$ cat src/rtl/amb_pkg.sv
package amb_pkg;
   typedef enum logic [1:0] {
      ST_WAIT = 2'd0,
      ST_HELD = 2'd1,
      ST_SEND = 2'd2
   } amb_state_t;

   localparam int STAT_RDY = 0;
   localparam int STAT_MSG = 1;
   localparam int STAT_OVF = 2;
   localparam int STAT_IEN = 3;
endpackage

$ cat src/rtl/amb_bank.sv
module amb_bank
   import amb_pkg::*;
#(
   parameter int NREG = 18,
   parameter int HDR  = 3,
   parameter int IW   = 5
) (
   input  logic              clk,
   input  logic              rst_n,
   input  amb_state_t        st,
   input  logic              hdr_we,
   input  logic [HDR*8-1:0]  hdr_bytes,
   input  logic              rx_we,
   input  logic [IW-1:0]     rx_idx,
   input  logic [7:0]        rx_byte,
   input  logic              cpu_we,
   input  logic [IW-1:0]     cpu_idx,
   input  logic [7:0]        cpu_byte,
   input  logic [IW-1:0]     rd_idx_a,
   output logic [7:0]        rd_a,
   input  logic [IW-1:0]     rd_idx_b,
   output logic [7:0]        rd_b
);
   logic [7:0] regs_q [NREG];
   logic       rx_ok;
   logic       cpu_ok;

   // receiver owns the bank while waiting, controller while a reply is pending
   assign rx_ok  = rx_we  && (st == ST_WAIT);
   assign cpu_ok = cpu_we && (st == ST_HELD);

   always_ff @(posedge clk) begin
      if (!rst_n) begin
         for (int k = 0; k < NREG; k++) regs_q[k] <= '0;
      end else begin
         for (int k = 0; k < NREG; k++) begin
            if (k < HDR && hdr_we && st == ST_WAIT)
               regs_q[k] <= hdr_bytes[k*8 +: 8];
            else if (k >= HDR && rx_ok && int'(rx_idx) == k)
               regs_q[k] <= rx_byte;
            else if (cpu_ok && int'(cpu_idx) == k)
               regs_q[k] <= cpu_byte;
         end
      end
   end

   assign rd_a = (int'(rd_idx_a) < NREG) ? regs_q[rd_idx_a] : '0;
   assign rd_b = (int'(rd_idx_b) < NREG) ? regs_q[rd_idx_b] : '0;

   // no controller write lands outside the held state
   p_cpu_gate_r10: assert property (@(posedge clk) disable iff (!rst_n)
      (st != ST_HELD && !hdr_we && !rx_ok) |=> $stable(rd_a) || $changed(rd_idx_a));
endmodule

$ cat src/rtl/amb_ctrl.sv
module amb_ctrl
   import amb_pkg::*;
#(
   parameter int NREG = 18,
   parameter int HDR  = 3,
   parameter int IW   = 5
) (
   input  logic          clk,
   input  logic          rst_n,
   input  logic          rq_hdr_valid,
   input  logic [3:0]    rq_cmd,
   input  logic [3:0]    rq_addr_hi,
   input  logic          rq_data_valid,
   input  logic          rq_done,
   input  logic          cmd_rd,
   input  logic          cmd_wr,
   input  logic          stat_wr,
   input  logic          ien_wval,
   input  logic          ovf_clr,
   input  logic          tx_done,
   output amb_state_t    st,
   output logic          msg_ready,
   output logic          ovf,
   output logic          irq_en,
   output logic          irq,
   output logic          hdr_we,
   output logic          rx_we,
   output logic [IW-1:0] rx_idx,
   output logic [3:0]    req_cmd,
   output logic [3:0]    req_addr_hi,
   output logic          tx_start
);
   localparam int PW = $clog2(NREG + 1);

   logic          rx_open_q;
   logic [PW-1:0] rx_pos_q;
   logic          drop;
   logic          accept_done;

   assign hdr_we      = rq_hdr_valid && (st == ST_WAIT);
   assign drop        = rq_hdr_valid && (st != ST_WAIT);
   assign rx_we       = rq_data_valid && rx_open_q && (int'(rx_pos_q) < NREG);
   assign rx_idx      = IW'(rx_pos_q);
   assign accept_done = rq_done && rx_open_q && (st == ST_WAIT);
   assign tx_start    = cmd_wr && (st == ST_HELD);
   assign irq         = irq_en && msg_ready;

   always_ff @(posedge clk) begin
      if (!rst_n) begin
         st          <= ST_WAIT;
         rx_open_q   <= 1'b0;
         rx_pos_q    <= '0;
         msg_ready   <= 1'b0;
         ovf         <= 1'b0;
         irq_en      <= 1'b0;
         req_cmd     <= '0;
         req_addr_hi <= '0;
      end else begin
         unique case (st)
            ST_WAIT: if (accept_done) st <= ST_HELD;
            ST_HELD: if (tx_start)    st <= ST_SEND;
            ST_SEND: if (tx_done)     st <= ST_WAIT;
            default:                  st <= ST_WAIT;
         endcase

         if (hdr_we)       rx_open_q <= 1'b1;
         else if (rq_done) rx_open_q <= 1'b0;

         if (hdr_we)      rx_pos_q <= PW'(HDR);
         else if (rx_we)  rx_pos_q <= rx_pos_q + 1'b1;

         if (accept_done)            msg_ready <= 1'b1;
         else if (cmd_rd || tx_start) msg_ready <= 1'b0;

         if (drop)                    ovf <= 1'b1;
         else if (stat_wr && ovf_clr) ovf <= 1'b0;

         if (stat_wr) irq_en <= ien_wval;

         if (hdr_we) begin
            req_cmd     <= rq_cmd;
            req_addr_hi <= rq_addr_hi;
         end
      end
   end

   // an interrupt only ever stands for a held request
   p_irq_held_r1: assert property (@(posedge clk) disable iff (!rst_n)
      irq |-> (st == ST_HELD));
   // reading the command word removes the interrupt
   p_cmdrd_clears_r2: assert property (@(posedge clk) disable iff (!rst_n)
      (cmd_rd && st == ST_HELD) |=> !irq);
   // ready state persists until the trigger
   p_ready_hold_r3: assert property (@(posedge clk) disable iff (!rst_n)
      (st == ST_HELD && !cmd_wr) |=> (st == ST_HELD));
   // a header arriving while busy raises overflow
   p_no_overflow_r9: assert property (@(posedge clk) disable iff (!rst_n)
      drop |=> ovf);
endmodule

$ cat src/rtl/amb_txseq.sv
module amb_txseq #(
   parameter int RPL_MAX = 16,
   parameter int IW      = 5
) (
   input  logic          clk,
   input  logic          rst_n,
   input  logic          start,
   input  logic [7:0]    cmd_in,
   input  logic [7:0]    len_in,
   input  logic          tx_ready,
   input  logic [7:0]    rd_byte,
   output logic          tx_valid,
   output logic [7:0]    tx_byte,
   output logic          tx_last,
   output logic [IW-1:0] rd_idx,
   output logic          done
);
   localparam int LW = $clog2(RPL_MAX + 1);

   logic [LW-1:0] len_eff;
   logic [LW-1:0] len_q;
   logic [LW-1:0] pos_q;
   logic [7:0]    cmd_q;
   logic          active_q;

   generate
      if (RPL_MAX < 255) begin : g_clamp
         assign len_eff = (len_in > 8'(RPL_MAX)) ? LW'(RPL_MAX) : LW'(len_in);
      end else begin : g_pass
         assign len_eff = LW'(len_in);
      end
   endgenerate

   assign tx_valid = active_q;
   assign tx_last  = active_q && (pos_q == len_q);
   assign done     = tx_valid && tx_ready && tx_last;
   assign tx_byte  = (pos_q == '0) ? cmd_q : rd_byte;
   assign rd_idx   = IW'(pos_q) - IW'(1);

   always_ff @(posedge clk) begin
      if (!rst_n) begin
         active_q <= 1'b0;
         pos_q    <= '0;
         len_q    <= '0;
         cmd_q    <= '0;
      end else if (start) begin
         active_q <= 1'b1;
         pos_q    <= '0;
         len_q    <= len_eff;
         cmd_q    <= cmd_in;
      end else if (done) begin
         active_q <= 1'b0;
         pos_q    <= '0;
      end else if (active_q && tx_ready) begin
         pos_q <= pos_q + 1'b1;
      end
   end

   // a stalled byte is held
   p_stall_hold_r6: assert property (@(posedge clk) disable iff (!rst_n)
      (tx_valid && !tx_ready) |=> (tx_valid && $stable(tx_byte)));
   // the stream ends after its last byte
   p_end_r12: assert property (@(posedge clk) disable iff (!rst_n)
      done |=> !tx_valid);
   // the position never passes the clamped count
   p_len_r7: assert property (@(posedge clk) disable iff (!rst_n)
      tx_valid |-> (pos_q <= len_q) && (int'(len_q) <= RPL_MAX));
endmodule

$ cat src/rtl/aux_rq_mailbox.sv
module aux_rq_mailbox
   import amb_pkg::*;
#(
   parameter int          NREG     = 18,
   parameter int          HDR      = 3,
   parameter int          RPL_MAX  = 16,
   parameter int          AW       = 9,
   parameter int          DW       = 32,
   parameter logic [8:0]  CMD_WORD = 9'h100
) (
   input  logic          clk,
   input  logic          rst_n,
   input  logic          rq_hdr_valid,
   input  logic [3:0]    rq_cmd,
   input  logic [19:0]   rq_addr,
   input  logic [7:0]    rq_len,
   input  logic          rq_data_valid,
   input  logic [7:0]    rq_data,
   input  logic          rq_done,
   input  logic [AW-1:0] cpu_addr,
   input  logic          cpu_wr,
   input  logic          cpu_rd,
   input  logic [DW-1:0] cpu_wdata,
   output logic [DW-1:0] cpu_rdata,
   output logic          irq,
   output logic          tx_valid,
   input  logic          tx_ready,
   output logic [7:0]    tx_byte,
   output logic          tx_last
);
   localparam int            IW         = $clog2(NREG);
   localparam logic [AW-1:0] CMD_A      = AW'(CMD_WORD);
   localparam logic [AW-1:0] STAT_A     = CMD_A + AW'(1);
   localparam logic [AW-1:0] BYTE0_A    = CMD_A + AW'(2);

   generate
      if (HDR != 3)            begin : g_bad_hdr  $error("header must occupy three registers"); end
      if (NREG < RPL_MAX)      begin : g_bad_rpl  $error("reply count exceeds bank depth");    end
      if (NREG <= HDR)         begin : g_bad_nreg $error("bank too small for header");         end
      if (RPL_MAX > 255)       begin : g_bad_max  $error("reply count must fit one byte");     end
      if (DW < 20)             begin : g_bad_dw   $error("data word too narrow");              end
      if (AW < IW)             begin : g_bad_aw   $error("address too narrow for bank");       end
   endgenerate

   amb_state_t    st;
   logic          msg_ready, ovf, irq_en;
   logic          hdr_we, rx_we, tx_start, tx_done;
   logic [IW-1:0] rx_idx, tx_idx, byte_idx;
   logic [3:0]    req_cmd, req_addr_hi;
   logic [7:0]    rd_a, rd_b;
   logic [AW-1:0] byte_off;
   logic          cmd_hit, stat_hit, byte_hit;

   assign cmd_hit  = (cpu_addr == CMD_A);
   assign stat_hit = (cpu_addr == STAT_A);
   assign byte_off = cpu_addr - BYTE0_A;
   assign byte_hit = (int'(byte_off) < NREG);
   assign byte_idx = IW'(byte_off);

   amb_ctrl #(.NREG(NREG), .HDR(HDR), .IW(IW)) u_ctrl (
      .clk          (clk),
      .rst_n        (rst_n),
      .rq_hdr_valid (rq_hdr_valid),
      .rq_cmd       (rq_cmd),
      .rq_addr_hi   (rq_addr[19:16]),
      .rq_data_valid(rq_data_valid),
      .rq_done      (rq_done),
      .cmd_rd       (cpu_rd && cmd_hit),
      .cmd_wr       (cpu_wr && cmd_hit),
      .stat_wr      (cpu_wr && stat_hit),
      .ien_wval     (cpu_wdata[STAT_IEN]),
      .ovf_clr      (cpu_wdata[STAT_OVF]),
      .tx_done      (tx_done),
      .st           (st),
      .msg_ready    (msg_ready),
      .ovf          (ovf),
      .irq_en       (irq_en),
      .irq          (irq),
      .hdr_we       (hdr_we),
      .rx_we        (rx_we),
      .rx_idx       (rx_idx),
      .req_cmd      (req_cmd),
      .req_addr_hi  (req_addr_hi),
      .tx_start     (tx_start)
   );

   amb_bank #(.NREG(NREG), .HDR(HDR), .IW(IW)) u_bank (
      .clk      (clk),
      .rst_n    (rst_n),
      .st       (st),
      .hdr_we   (hdr_we),
      .hdr_bytes({rq_len, rq_addr[7:0], rq_addr[15:8]}),
      .rx_we    (rx_we),
      .rx_idx   (rx_idx),
      .rx_byte  (rq_data),
      .cpu_we   (cpu_wr && byte_hit),
      .cpu_idx  (byte_idx),
      .cpu_byte (cpu_wdata[7:0]),
      .rd_idx_a (byte_idx),
      .rd_a     (rd_a),
      .rd_idx_b (tx_idx),
      .rd_b     (rd_b)
   );

   amb_txseq #(.RPL_MAX(RPL_MAX), .IW(IW)) u_txseq (
      .clk     (clk),
      .rst_n   (rst_n),
      .start   (tx_start),
      .cmd_in  (cpu_wdata[7:0]),
      .len_in  (cpu_wdata[15:8]),
      .tx_ready(tx_ready),
      .rd_byte (rd_b),
      .tx_valid(tx_valid),
      .tx_byte (tx_byte),
      .tx_last (tx_last),
      .rd_idx  (tx_idx),
      .done    (tx_done)
   );

   always_comb begin
      cpu_rdata = '0;
      if (cmd_hit) begin
         cpu_rdata[3:0]   = req_cmd;
         cpu_rdata[19:16] = req_addr_hi;
      end else if (stat_hit) begin
         cpu_rdata[STAT_RDY] = (st == ST_HELD);
         cpu_rdata[STAT_MSG] = msg_ready;
         cpu_rdata[STAT_OVF] = ovf;
         cpu_rdata[STAT_IEN] = irq_en;
      end else if (byte_hit) begin
         cpu_rdata[7:0] = rd_a;
      end
   end

   logic unused_wdata;
   assign unused_wdata = &{1'b0, cpu_wdata[DW-1:16]};

   // ready status and an active reply never overlap
   p_ready_quiet_r3: assert property (@(posedge clk) disable iff (!rst_n)
      (st == ST_HELD) |-> !tx_valid);
   // a trigger outside the ready state starts nothing
   p_trig_ignored_r8: assert property (@(posedge clk) disable iff (!rst_n)
      (cpu_wr && cmd_hit && st == ST_WAIT) |=> !tx_valid);
endmodule

$ cat config.mk
export PLATFORM = sky130hd
export DESIGN_NAME = aux_rq_mailbox
export DESIGN_NICKNAME = d
export VERILOG_FILES = /design/src/rtl/amb_pkg.sv /design/src/rtl/amb_bank.sv /design/src/rtl/amb_ctrl.sv /design/src/rtl/amb_txseq.sv /design/src/rtl/aux_rq_mailbox.sv
export SDC_FILE = /design/constraint.sdc
export NUM_CORES = 1
export LEC_CHECK = 0
export BUFFER_PORTS_ARGS = -buffer_cell sky130_fd_sc_hd__buf_2
export CAP_MARGIN = 40
export CORE_MARGIN = 3
export CORE_UTILIZATION = 40
export CTS_BUF_LIST = sky130_fd_sc_hd__clkbuf_4 sky130_fd_sc_hd__clkbuf_8
export DETAILED_ROUTE_END_ITERATION = 10
export PLACE_DENSITY = 0.65
export SLEW_MARGIN = 25
export SYNTH_ARGS = -nofsm -noshare
export SYNTH_HDL_FRONTEND = slang
export SYNTH_SLANG_ARGS = --single-unit
$ cat constraint.sdc
create_clock -name clk -period 3.75 [get_ports clk]
set_input_delay 0.375 -clock clk [delete_from_list [all_inputs] [get_ports clk]]
set_output_delay 0.375 -clock clk [all_outputs]
set_load 0.02 [all_outputs]
==> run metrics <==
outcome=completed; antenna viol nets, final=0; Via-to-Cell Ratio=6.47; Mapped Cells=1,052; Root Driver=clkbuf_8; met2 wire length=17,200 um; Slew Limit Headroom=0.456; clk_skew=between 10 and 15 ps; R2R setup slack=1050 ps; CTS sink count=between 150 and 200; critical path's top delay family=adder cells; CP arrival=roughly 3300 ps; peak supply drop=221 uV; DRT Pass-1 Iters=5; nets=about 1,200; Finished Core Util=0.461; post-synth design cell area=~11,000 um2; Max Cap Viol=0; RSZ-0062 raised after global routing=false; Setup crit start kind=flop; clk_lat worst skew=between 400 and 500 ps; Max stage delay on crit path=around 800 ps; Yosys reg bits=approximately 180; Post-route DRC=0; Mapped Avg Cell Area=between 10 and 15 um2; min-delay worst type=in2reg; Die Wd=about 170 um; Power Density=about 350 nW/um2; vias in the first global route=9,446; row cnt=60; Slew @ Worst Pin=between 800 and 900 ps; Post-Route M1 WL=about 16,000 um; Post-synth ARST share=0; GPL Wtd Cong=just under 1; critical path peak fanout=13; setup TNS=0 ps; Req. time, crit path=3380 ps; Initial Util=0.413; final period utilization=0.976; leakage power=around 4.5 nW; Core Area=27,300 um2; DIE AREA=30,200 um2; cells on worst reg2reg path=5; Antenna Cells=0; Hold Fails Final Rpt=0; Port Buf Inserts=95; antenna violations before repair=1; count of warnings emitted by yosys=0; via count=~9,800; critical path's slowest cell=ha_1; hold_buf cts=0; wire length on met3=about 5300 um; Synth Flop Type=edfxtp_1; Yosys cell types=69; hold-critical path depth=2; clk slew on worst S/H paths=about 100 ps; cell depth of the worst setup path=8; TritonCTS clock tree=yes; highest routed layer=met5; Seq/Total Area, Yosys=0.451; Bufs and invs on worst path=3; number of flops mapped to enable cells by yosys=about 140; setup violators final=0; first-pass GRT wire length=approximately 60,000 um; crit end category=output port; Die H=174 um; clock buffer depth=2; gr ovfl total=0; Total GRT Usage=0.260; Routed wire per std cell=roughly 27 um; DP HPWL=approximately 28,000 um; TritonCTS Buffers=17; minimum clock period=~3700 ps; Slew Limit Fails=0; cell breakdown of the critical path=inv_1 > ha_1 > buf_4 > mux4_2 > mux2i_1 > nand3_1 > a32o_1 > buf_2; Routed WL=approximately 40,000 um; DR iter-0 viols=between 1,500 and 2,000; layout cells sized above 1=0.250; largest net degree at the start of global routing=between 50 and 60; IO Pins=132; H-tree lvl count=4; f_max=between 200 and 300 MHz; fillers=between 2,000 and 3,000; Setup CP Type=reg2out; Layout area overhead=11.8%
==> cells in the mapped netlist, types with 9 or more instances <==
cell / instances / area, um2
nor3_1: 9 / 45.0
o31ai_1: 9 / 67.6
clkbuf_1: 44 / 165
o21ai_0: 40 / 200
o22ai_1: 90 / 563
a32oi_1: 9 / 78.8
buf_6: 12 / 135
nor3b_1: 9 / 67.6
nand2_1: 186 / 698
xor2_1: 13 / 114
buf_2: 20 / 100
a211oi_1: 11 / 82.6
nor2_1: 41 / 154
buf_4: 25 / 188
o41ai_1: 15 / 131
mux4_2: 56 / 1260
ha_1: 9 / 113
a22o_1: 11 / 96.3
o221ai_1: 13 / 114
inv_1: 21 / 78.8
edfxtp_1: 144 / 4320
buf_1: 10 / 37.5
dfxtp_1: 38 / 761
and2_1: 10 / 62.6
nand3_1: 24 / 120
mux2i_1: 41 / 410
a21oi_1: 19 / 95.1
==> worst register-to-register path, delay by kind of cell (launching register included) <==
kind	cells	cell delay, ps
AO/OA/AOI/OAI	1	210
buffers and inverters	1	290
AND/OR/NAND/NOR	3	1510
flip-flops	1	370
==> final timing paths <==
check / end / startpoint
worst min register to register: u_txseq.cmd_q[3]$_SDFFE_PN0P_ / u_txseq.cmd_q[3]$_SDFFE_PN0P_
worst min-delay path: u_ctrl.req_addr_hi[1]$_SDFFE_PN0P_ / rq_addr[17]
worst max-delay path: tx_byte[6] / u_txseq.pos_q[0]$_SDFFE_PP0P_
worst max register to register: u_bank.regs_q[13][3]$_SDFFCE_PN0P_ / u_ctrl.st[1]$_SDFFE_PN0P_
==> layout by cell type (no fill, tap or decap), types with 19 or more instances in the layout <==
cell type	instances
nand2_1	186
edfxtp_1	144
buf_2	95
o22ai_1	90
buf_4	58
mux4_2	56
mux2i_1	41
nor2_1	40
o21ai_0	40
dfxtp_1	36
nand3_1	24
inv_1	21
conb_1	20
a21oi_1	19
==> timing repair <==
action	4_1_cts	5_1_grt
gates resized for setup	0	1
setup endpoints to repair	0	4
buffers inserted	0	0
==> power by group <==
part	leakage, nW	switching [mW]	internal [mW]	total, mW
combinational	2.46	0.353	0.202	0.555
clock	0.215	0.772	0.731	1.50
sequential	1.81	0.0600	2.25	2.31
total	4.49	1.18	3.18	4.37
==> kinds of logic after synthesis <==
logic type,Yosys count,synth area share
buffers and inverters,134,0.0646
AOI/OAI and AO/OA,271,0.167
muxes,98,0.149
DFF,182,0.451
adders and majority gates,9,0.00999
xor gates and xnor gates,18,0.0140
other,1,0.000333
and+or+nand+nor,339,0.144
==> cell type report <==
cell class              count  area (um2)  share of cell area
inverters                  22        82.6             0.00655
well taps                 372         465              0.0369
clock buffers              17         234              0.0186
clock inverters            14         196              0.0156
flip-flops and latches    182        5090               0.404
repair buffers            158         975              0.0774
multi-input cells         755        5560               0.441
==> state kept, by name (all words and copies together) (netlist names) <==
name / flops
u_txseq.tx_valid: 1
u_bank.regs_q: 144
u_ctrl.st: 2
u_txseq.cmd_q: 8
u_ctrl.msg_ready: 1
u_ctrl.rx_idx: 5
u_ctrl.req_cmd: 4
u_txseq.len_q: 5
u_ctrl.ovf: 1
u_ctrl.req_addr_hi: 4
u_txseq.pos_q: 5
u_ctrl.irq_en: 1
u_ctrl.rx_open_q: 1
==> per-layer routing <==
| layer | up-vias | GRT usage |
|---|---|---|
| li1 | 4204 | - |
| met1 | 4741 | 0.352 |
| met2 | 761 | 0.379 |
| met3 | 129 | 0.0701 |
| met4 | 2 | 0.144 |
| met5 | - | 0 |
==> through the flow <==
| stage | power [mW] | cell area [um2] | cells | setup WS [ps] | hold WS (ps) |
|---|---|---|---|---|---|
| 6_report | 4.37 | 12600 | 1520 | 89.4 | 104 |
| 5_1_grt | 4.48 | 12600 | 1520 | 11.7 | 90.7 |
| 4_1_cts | 4.36 | 12600 | 1518 | 90.8 | 83.7 |
| 3_3_place_gp | 2.88 | 12100 | 1484 | 462 | 445 |
| 3_5_place_dp | 2.88 | 12200 | 1487 | 326 | 447 |
| 2_1_floorplan | 2.67 | 11300 | 1071 | 310 | 436 |
(Power assumes the default switching activity.)
